**src/rtl/bperm_pkg.sv**
```systemverilog
package bperm_pkg;

  typedef enum logic [2:0] {
    OP_SRL    = 3'd0,
    OP_SLL    = 3'd1,
    OP_GREV   = 3'd2,
    OP_GORC   = 3'd3,
    OP_SHFL   = 3'd4,
    OP_UNSHFL = 3'd5
  } bperm_op_e;

  typedef struct packed {
    logic shiftLeft;   // reverse around the shifter, force all butterfly stages
    logic shiftEn;     // right shifter active
    logic bflyEn;      // butterfly stages follow control bits
    logic orComb;      // butterfly stages OR instead of replace
    logic shufSel;     // pick shuffle network output
    logic unshuf;      // flips active, control order inverted
    logic zeroOut;     // reserved select
  } bperm_ctl_t;

endpackage

```
**src/rtl/bperm_ctrl.sv**
```systemverilog
module bperm_ctrl
  import bperm_pkg::*;
(
  input  logic [2:0] opSel,
  output bperm_ctl_t ctl
);

  always_comb begin
    ctl = '0;
    case (opSel)
      OP_SRL:    ctl.shiftEn = 1'b1;
      OP_SLL: begin
        ctl.shiftEn   = 1'b1;
        ctl.shiftLeft = 1'b1;
      end
      OP_GREV:   ctl.bflyEn = 1'b1;
      OP_GORC: begin
        ctl.bflyEn = 1'b1;
        ctl.orComb = 1'b1;
      end
      OP_SHFL:   ctl.shufSel = 1'b1;
      OP_UNSHFL: begin
        ctl.shufSel = 1'b1;
        ctl.unshuf  = 1'b1;
      end
      default:   ctl.zeroOut = 1'b1;
    endcase
  end

endmodule

```
**src/rtl/bperm_datapath.sv**
```systemverilog
module bperm_datapath
  import bperm_pkg::*;
#(
  parameter int WIDTH = 32,
  localparam int LOG2W = $clog2(WIDTH)
) (
  input  logic [WIDTH-1:0] opA,
  input  logic [LOG2W-1:0] amt,
  input  bperm_ctl_t       ctl,
  output logic [WIDTH-1:0] result
);

  localparam int NSHF = LOG2W - 1;

  function automatic logic [WIDTH-1:0] bitRev(input logic [WIDTH-1:0] x);
    logic [WIDTH-1:0] r;
    for (int i = 0; i < WIDTH; i++) r[i] = x[WIDTH-1-i];
    return r;
  endfunction

  // position n moves to the index whose LOG2W bits are n's bits reversed
  function automatic logic [WIDTH-1:0] flipPerm(input logic [WIDTH-1:0] x);
    logic [WIDTH-1:0] r;
    for (int n = 0; n < WIDTH; n++) begin
      int p;
      p = 0;
      for (int j = 0; j < LOG2W; j++)
        if (((n >> j) & 1) != 0) p = p | (1 << (LOG2W-1-j));
      r[p] = x[n];
    end
    return r;
  endfunction

  // swap index bits h and h+1: middle quarters of each 2^(h+2) group trade places
  function automatic logic [WIDTH-1:0] shufStage(input logic [WIDTH-1:0] x, input int h);
    logic [WIDTH-1:0] r;
    for (int n = 0; n < WIDTH; n++) begin
      int lo, hi, p;
      lo = (n >> h) & 1;
      hi = (n >> (h+1)) & 1;
      p  = (n & ~(3 << h)) | (lo << (h+1)) | (hi << h);
      r[p] = x[n];
    end
    return r;
  endfunction

  // shared right shifter with optional reversal in front
  logic [WIDTH-1:0] shIn, shOut;
  assign shIn  = ctl.shiftLeft ? bitRev(opA) : opA;
  assign shOut = ctl.shiftEn ? (shIn >> amt) : shIn;

  // butterfly stages: reverse, or-combine, and back-reversal for left shifts
  genvar k;
  generate
    for (k = 0; k < LOG2W; k++) begin : gBfly
      logic [WIDTH-1:0] stIn, swapped, stOut;
      logic stEn;
      if (k == 0) begin : gFirst
        assign stIn = shOut;
      end else begin : gNext
        assign stIn = gBfly[k-1].stOut;
      end
      for (genvar i = 0; i < WIDTH; i++) begin : gBit
        localparam int J = i ^ (1 << k);
        assign swapped[i] = stIn[J];
      end
      assign stEn  = (ctl.bflyEn & amt[k]) | ctl.shiftLeft;
      assign stOut = !stEn ? stIn : (ctl.orComb ? (stIn | swapped) : swapped);
    end
  endgenerate

  // shuffle network: flip, NSHF swap stages, flip
  logic [WIDTH-1:0] flipIn, shufOut;
  assign flipIn = ctl.unshuf ? flipPerm(opA) : opA;

  genvar s;
  generate
    for (s = 0; s < NSHF; s++) begin : gShuf
      localparam int H = NSHF - 1 - s;
      logic [WIDTH-1:0] sIn, sOut;
      logic sEn;
      if (s == 0) begin : gFirst
        assign sIn = flipIn;
      end else begin : gNext
        assign sIn = gShuf[s-1].sOut;
      end
      assign sEn  = ctl.unshuf ? amt[s] : amt[H];
      assign sOut = sEn ? shufStage(sIn, H) : sIn;
    end
  endgenerate

  assign shufOut = ctl.unshuf ? flipPerm(gShuf[NSHF-1].sOut) : gShuf[NSHF-1].sOut;

  assign result = ctl.zeroOut ? '0 :
                  ctl.shufSel ? shufOut : gBfly[LOG2W-1].stOut;

endmodule

```
**src/rtl/bperm_unit.sv**
```systemverilog
module bperm_unit
  import bperm_pkg::*;
#(
  parameter int WIDTH = 32,
  localparam int LOG2W = $clog2(WIDTH)
) (
  input  logic [WIDTH-1:0] opA,
  input  logic [WIDTH-1:0] opB,
  input  logic [2:0]       opSel,
  output logic [WIDTH-1:0] result
);

  bperm_ctl_t ctl;
  logic unusedHighB;
  assign unusedHighB = ^opB[WIDTH-1:LOG2W];

  bperm_ctrl ctrl_i (
    .opSel (opSel),
    .ctl   (ctl)
  );

  bperm_datapath #(.WIDTH(WIDTH)) dp_i (
    .opA    (opA),
    .amt    (opB[LOG2W-1:0]),
    .ctl    (ctl),
    .result (result)
  );

endmodule

```
**config.mk**
```make
export PLATFORM = sky130hd
export DESIGN_NAME = bperm_unit
export DESIGN_NICKNAME = d
export VERILOG_FILES = /design/src/rtl/bperm_pkg.sv /design/src/rtl/bperm_ctrl.sv /design/src/rtl/bperm_datapath.sv /design/src/rtl/bperm_unit.sv
export SDC_FILE = /design/constraint.sdc
export NUM_CORES = 1
export LEC_CHECK = 0
export CORE_MARGIN = 2
export CORE_UTILIZATION = 54
export DETAILED_ROUTE_END_ITERATION = 12
export PLACE_DENSITY_LB_ADDON = 0.3
export SYNTH_ARGS = -nofsm -noshare
export SYNTH_HDL_FRONTEND = slang
export SYNTH_SLANG_ARGS = --single-unit
```
**constraint.sdc**
```tcl
create_clock -name vclk -period 4.7
set_input_delay 0.705 -clock vclk [all_inputs]
set_output_delay 0.705 -clock vclk [all_outputs]
set_load 0.02 [all_outputs]
```
==> results.ini, run 1 <==
[synth]
ys_warn_count = 0
synth_top_area_share_pct = 15.0
syn-num-nets = 1289
syn-cell-area_um2 = 8150
synth_commonest_cells = 160 x nand2_1, 122 x mux2i_1, 113 x nor2_1
synth_top_area_cell = mux2i_1
synth_area_leaders = mux2i_1 15%, mux4_2 9.7%, nand2_1 7.4%
synth_most_common_cell = nand2_1
syn_area_per_cell_um2 = 6.67
yosysSeqAreaShare_pct = 0
yosysUniqueCellTypes = 87
synthCells = 1222

[die]
fp.dieH_um = 127
die_w_um = 127
row_count = 44
initial_core_util_pct = 55.7
num_io_pins = 99

[placed_design]
dp_hpwl_um = 37000
gp_congestion = 1.21
place_ws_ps = -1450
port-buffer-count = 72

[status]
haltStage = global routing
error = [ERROR GRT-0232] Routing congestion too high. Check the congestion heatmap in the GUI.
status = aborted with a tool error

[grt]
grt_use_total_pct = 79.8
grt_start_max_net_pins = 41
grt-ovfl-total = 67

[sta]
worst_path_end_type = top-level output
postGrtWorstEndpoint = result[30]

[clock_network]
cts_hold_buf = 0

## logic make-up after synthesis
kind of cell	count (synthesis)	synth area share [%]
buffers and inverters	139	7.32
multiplexers	198	30.3
AND/OR/NAND/NOR	398	22.0
AO/OA/AOI/OAI	487	40.4
## through the flow
step                      cells  hold WS, ps  utilization, %  instance area (um2)
after floorplan            1222         1630               -                 8160
after global placement     1823         2870            84.0                12300
after detailed placement   1823         2850            84.0                12300
after CTS                  1841         2080            89.1                13000
## layer usage
layer,GRT usage [%],overflow
met4,75.5,31
met3,65.2,0
met5,35.6,0
met2,95.9,33
met1,81.1,3
## timing repair
item / in CTS
cloned: 0
setup endpoints to repair: 32
setup buffers: 21
gates resized for setup: 387
pin swaps: 84
==> run 2: changes to the inputs <==
- CORE_UTILIZATION: 54 -> 40
- PLACE_DENSITY_LB_ADDON: 0.3 -> 0.15
- clock period: 4.7 -> 6.1 ns (I/O delays scaled with it)
==> run 2 against run 1 <==
  * The run now ends clean
  * Synthesized cell count is the same
  * Synthesized area is the same
==> results.ini, run 2 <==
[routing]
drt_iter0_markers = 1599
drt-pass1-iter-count = 5
dr_total_vias = 11700
routed_wl_um = 45400
postRouteAntennaNets = 0
viasPerCell = 6.67
wl_per_cell_um = 25.9
drc = 0

[power]
ir_worst_vdd_mv = 0.0637
p_leak_nw = 4.89
power_density_nw_per_um2 = 119

[grt]
grt_pass1_wl_um = 68000
antenna_found_initial = 0
grt_use_total_pct = 40.8
grt_start_max_net_pins = 42
grt_pass1_vias = 11000
grt-ovfl-total = 0

[layout]
n_antenna_cell = 0
clkbuf_count = 0
syn_to_final_growth_pct = 38.7
fillers = 2028
layout.cells.non_filler = 1753
fin_nets = 1552
mostFrequentLayoutCells = 308 x buf_4, 160 x nand2_1, 118 x mux2i_1
final_cell_area_um2 = 11300
layout_commonest_cell = buf_4
drive_gt1_share_pct = 32.0
seq_cells = 0
seqCellArea_um2 = 0

[placed_design]
place_area_um2 = 11100  ; was 12,300 um2
place_ws_ps = -504  ; was -1450 ps
dp.cells = 1750  ; was 1,823
gp_congestion = 0.995  ; was 1.21
port-buffer-count = 72  ; unchanged
dp_hpwl_um = 36500  ; was 37,000 um

[setup_path]
crit_chain = dlygate4sd2_1 > buf_4 > nor3b_2 > buf_6 > mux4_2 > mux4_2 > mux2i_2 > o211ai_1 > buf_4 > a211oi_2 > a31o_4 > buf_4 > nand2_2 > a22oi_2 > o22ai_1 > a221o_1 > dlygate4sd2_1
worstPathRequired_ps = 5180
crit_buf_inv = 6
cp.arrival_ps = 5050
crit_top_cell = buf_4
cp_num_cells = 17
crit_family = multiplexers
cp_max_fo = 8
crit_type = input port to primary output
crit_path_end_kind = primary output
critPathSlowestCell = mux4_2
start_kind = input port
critPathMaxStageDelay_ps = 540

[die]
die_area_um2 = 21500
die_w_um = 147  ; was 127 um
row_count = 52  ; was 44
initial_core_util_pct = 40.5  ; was 55.7%
core_um2 = 20100
num_io_pins = 99  ; unchanged
fp.dieH_um = 147  ; was 127 um

[synth]
synth_top_area_share_pct = 15.0  ; unchanged
syn-num-nets = 1289  ; unchanged
syn-cell-area_um2 = 8150  ; unchanged
synth_commonest_cells = 160 x nand2_1, 122 x mux2i_1, 113 x nor2_1  ; unchanged
synthCells = 1222  ; unchanged
synth_top_area_cell = mux2i_1  ; unchanged
ys_warn_count = 0  ; unchanged
yosysUniqueCellTypes = 87  ; unchanged
syn_area_per_cell_um2 = 6.67  ; unchanged
synth_most_common_cell = nand2_1  ; unchanged
yosysSeqAreaShare_pct = 0  ; unchanged
synth_area_leaders = mux2i_1 15%, mux4_2 9.7%, nand2_1 7.4%  ; unchanged

[sta]
rsz0062_at_grt = false
finalHoldViolCount = 0
final-setup-viol-count = 0
slew_headroom_pct = 31.2
worst_slew_pin_slew_ps = 1030
hold_slack_ps = 2840
fin_ws_ps = 139
max_freq_mhz = 168
slew_violations = 0
min_period_ps = 5960
min_period_over_period_pct = 97.7

[worst_hold_path]
hold_path_class = input port to primary output
worstHoldPathCells = 7

[status]
status = complete, no violations  ; was aborted with a tool error

[run]
cap_violations = 0

## run 2: cell counts after synthesis
Identical to the previous run, type by type.
## run 2: where the power goes
group,switching (mW),internal (mW),total [mW]
sequential,0,0,0
clock,0,0,0
combinational,0.777,0.570,1.35
## run 2: worst min-delay path: cells and delay by family
family / cells / cell delay [ps]
buffers and inverters: 3 / 620
AOI/OAI and AO/OA: 2 / 200
and+or+nand+nor: 2 / 170
## run 2: cell type report
type | instances | area (um2) | share of cell area [%]
repair buffers | 388 | 3140 | 27.8
well taps | 270 | 338 | 2.99
multi-input cells | 1083 | 7780 | 68.8
inverters | 12 | 45.0 | 0.398
## run 2: final timing paths
| kind | startpoint | slack [ps] | endpoint |
|---|---|---|---|
| setup / recovery | opSel[2] | 140 | result[22] |
| hold / removal | opSel[0] | 2840 | result[29] |
## run 2: timing repair
action	in CTS	in global routing
pin swaps	5	5
resized for setup	72	28
gates cloned	0	0
hold buffers	0	0
buffers inserted	3	0
setup endpoints to repair	32	32
endpoints found under the hold margin	0	0
## run 2: kinds of logic after synthesis
| logic type | count (synthesis) | synth area share, % |
|---|---|---|
| AOI/OAI and AO/OA | 487 | 40.4 |
| and+or+nand+nor | 398 | 22.0 |
| muxes | 198 | 30.3 |
| buffers and inverters | 139 | 7.32 |
## run 2: layer usage
metal	wire (um)	vias up	track usage, %
li1	-	5291	-
met1	19100	5577	57.6
met2	19600	719	62.7
met3	4970	107	8.32
met4	1780	0	12.2
met5	0	-	0
## run 2: through the flow
stage	total power, mW	TNS [ps]	utilization, %
after global routing	1.42	0	56.3
final	1.35	0	56.3
after detailed placement	1.30	-13020	55.4
after global placement	1.29	-13820	55.4
after CTS	1.30	0	56.0
after floorplan	0.696	0	-
No activity file was read; power rests on OpenSTA's default activity.
==> run 3: changes to the inputs <==
- CELL_PAD_IN_SITES_DETAIL_PLACEMENT: not set -> 0
- CELL_PAD_IN_SITES_GLOBAL_PLACEMENT: not set -> 2
- CORE_UTILIZATION: 40 -> 33
- GPL_TIMING_DRIVEN: not set -> 0
==> run 3 against run 2 <==
  * Core utilization is 15 points lower
  * Via count shrank 0.56%
  * Hold slack worse by 14 ps
  * Die area is 21% higher
  * Maximum frequency is 2.3% lower
  * Critical path type unchanged
  * Highest routed layer unchanged
  * Wire length increased by 13%
  * Critical endpoint is now result[28]
  * Sequential share of layout area unchanged
  * Final cell count fell by 7.6%
  * Worst setup slack worse by 140 ps
  * The flow now finishes with violations (setup timing)
  * Non-clock buffer count decreased by 187
  * Final area decreased by 11%
==> results.ini, run 3 (synthesis results as in run 2) <==
[sta]
min_period_ps = 6100  ; was 5960 ps
slew_headroom_pct = 34.1  ; was 31.2%
fin_tns_setup_ps = -3.93  ; was 0 ps
fin_ws_ps = -3.93  ; was 139 ps
hold_slack_ps = 2820  ; was 2840 ps
slew_violations = 0  ; unchanged
worst_slew_pin_slew_ps = 979  ; was 1030 ps
max_freq_mhz = 164  ; was 168 MHz
min_period_over_period_pct = 100  ; was 97.7%
finalHoldViolCount = 0  ; unchanged
rsz0062_at_grt = true  ; was false
final-setup-viol-count = 1  ; was 0

[setup_path]
crit_type = input port to primary output  ; unchanged
start_kind = input port  ; unchanged
worstPathRequired_ps = 5180  ; about the same
cp_max_fo = 10  ; was 8
cp.arrival_ps = 5190  ; was 5050 ps
crit_start = opSel[0]  ; was opSel[2]
crit_path_end_kind = primary output  ; unchanged
crit_end = result[28]  ; was result[22]

[layout]
drive_gt1_share_pct = 23.8  ; was 32.0%
fillers = 2657  ; was 2,028
mostFrequentLayoutCells = 159 x nand2_1, 106 x nor2_1, 104 x mux2i_1  ; was 308 x buf_4, 160 x nand2_1, 118 x mux2i_1
multiInputGateArea_um2 = 8260  ; was 7780 um2
clkbuf_count = 0  ; unchanged
layout_commonest_cell = nand2_1  ; was buf_4
seq_cells = 0  ; unchanged
final_cell_area_um2 = 10100  ; was 11,300 um2
syn_to_final_growth_pct = 23.6  ; was 38.7%
n_antenna_cell = 0  ; unchanged
seqCellArea_um2 = 0  ; unchanged
fin_nets = 1365  ; was 1,552

[die]
num_io_pins = 99  ; unchanged
die_area_um2 = 26000  ; was 21,500 um2
core_um2 = 24300  ; was 20,100 um2
initial_core_util_pct = 33.5  ; was 40.5%
die_w_um = 161  ; was 147 um
row_count = 57  ; was 52
fp.dieH_um = 161  ; was 147 um

[status]
violations = setup timing
status = complete, but fails checks  ; was complete, no violations

[routing]
drt-pass1-iter-count = 6  ; was 5
wl_per_cell_um = 31.7  ; was 25.9 um
dr_total_vias = 11600  ; was 11,700
drc = 0  ; unchanged
postRouteAntennaNets = 0  ; unchanged
drt_iter0_markers = 1443  ; was 1,599
viasPerCell = 7.18  ; was 6.67
routed_wl_um = 51400  ; was 45,400 um

[power]
clkPwrFrac_pct = 0  ; about the same
ir_worst_vdd_mv = 0.0637  ; about the same
combPwrFrac_pct = 100.0  ; about the same
p_seq_share_pct = 0  ; about the same
p_total_mw = 1.27  ; was 1.35 mW
power_density_nw_per_um2 = 126  ; was 119 nW/um2
p_leak_nw = 3.92  ; was 4.89 nW
switching_power_mw = 0.823  ; was 0.777 mW
p_int_mw = 0.448  ; was 0.570 mW
p_sw_share_pct = 64.8  ; was 57.7%

[grt]
grt_pass1_wl_um = 73500  ; was 68,000 um
grt_use_total_pct = 37.9  ; was 40.8%
antenna_found_initial = 0  ; unchanged
grt_start_max_net_pins = 11  ; was 42
grt_pass1_vias = 10900  ; was 11,000
grt-ovfl-total = 0  ; unchanged

[run]
cap_violations = 0  ; unchanged

[placed_design]
gp_congestion = 1.04  ; was 0.995
port-buffer-count = 52  ; was 72
place_area_um2 = 9080  ; was 11,100 um2
dp_hpwl_um = 39500  ; was 36,500 um

[worst_hold_path]
hold_path_class = input port to primary output  ; unchanged
min_from = opSel[0]  ; unchanged

## run 3: area by class of cell
class                      instances  area share, %
timing repair buffer              77           7.34
tap                              324           4.02
inverter                          12          0.447
multi-input combinational       1083           82.0
buffer                           124           6.20
## run 3: how the worst min path moves through the flow
stage / endpoint / cells after the start
final: result[24] / 6
after global routing: result[24] / 6
after CTS: result[18] / 5
after detailed placement: result[15] / 6
after global placement: result[15] / 6
after floorplan: result[0] / 2
## run 3: what timing repair did
item / in CTS / in global routing
hold buffers: 0 / 0
endpoints found under the setup margin: 32 / 32
pin swaps: 12 / 12
resized for setup: 145 / 111
setup buffers: 15 / 10
endpoints found under the hold margin: 0 / 0
## run 3: critical path, stage by stage
cell and delay [ps]:
clkdlybuf4s15_2 290, or3b_1 420, buf_6 190, buf_6 180, buf_6 170, buf_6 170
mux2i_2 380, a221oi_2 150, o2111ai_4 320, o221ai_1 200, a21oi_2 350, o21ai_1 150
o21ai_1 180, o22ai_1 150, o31ai_1 290, clkdlybuf4s50_1 670
## run 3: power groups by stage
stage	clock, mW	combinational (mW)	sequential, mW
6_report	0	1.27	0
5_1_grt	0	1.32	0
2_1_floorplan	0	0.696	0
4_1_cts	0	1.17	0
3_5_place_dp	0	1.11	0
3_3_place_gp	0	1.13	0
## run 3: metrics by stage
stage | setup slack, ps | cells | util (%)
global route | -101 | 1620 | 41.4
CTS | -2.11 | 1612 | 39.6
detailed placement | -1370 | 1598 | 37.3
floorplan | 921 | 1222 | -
finish | -3.93 | 1620 | 41.4
global placement | -1470 | 1598 | 37.3
## run 3: per-layer routing
layer	track usage (%)	wire length [um]
met1	50.8	20600
met4	13.3	2100
met2	56.1	21600
met3	13.6	7030
met5	0	0
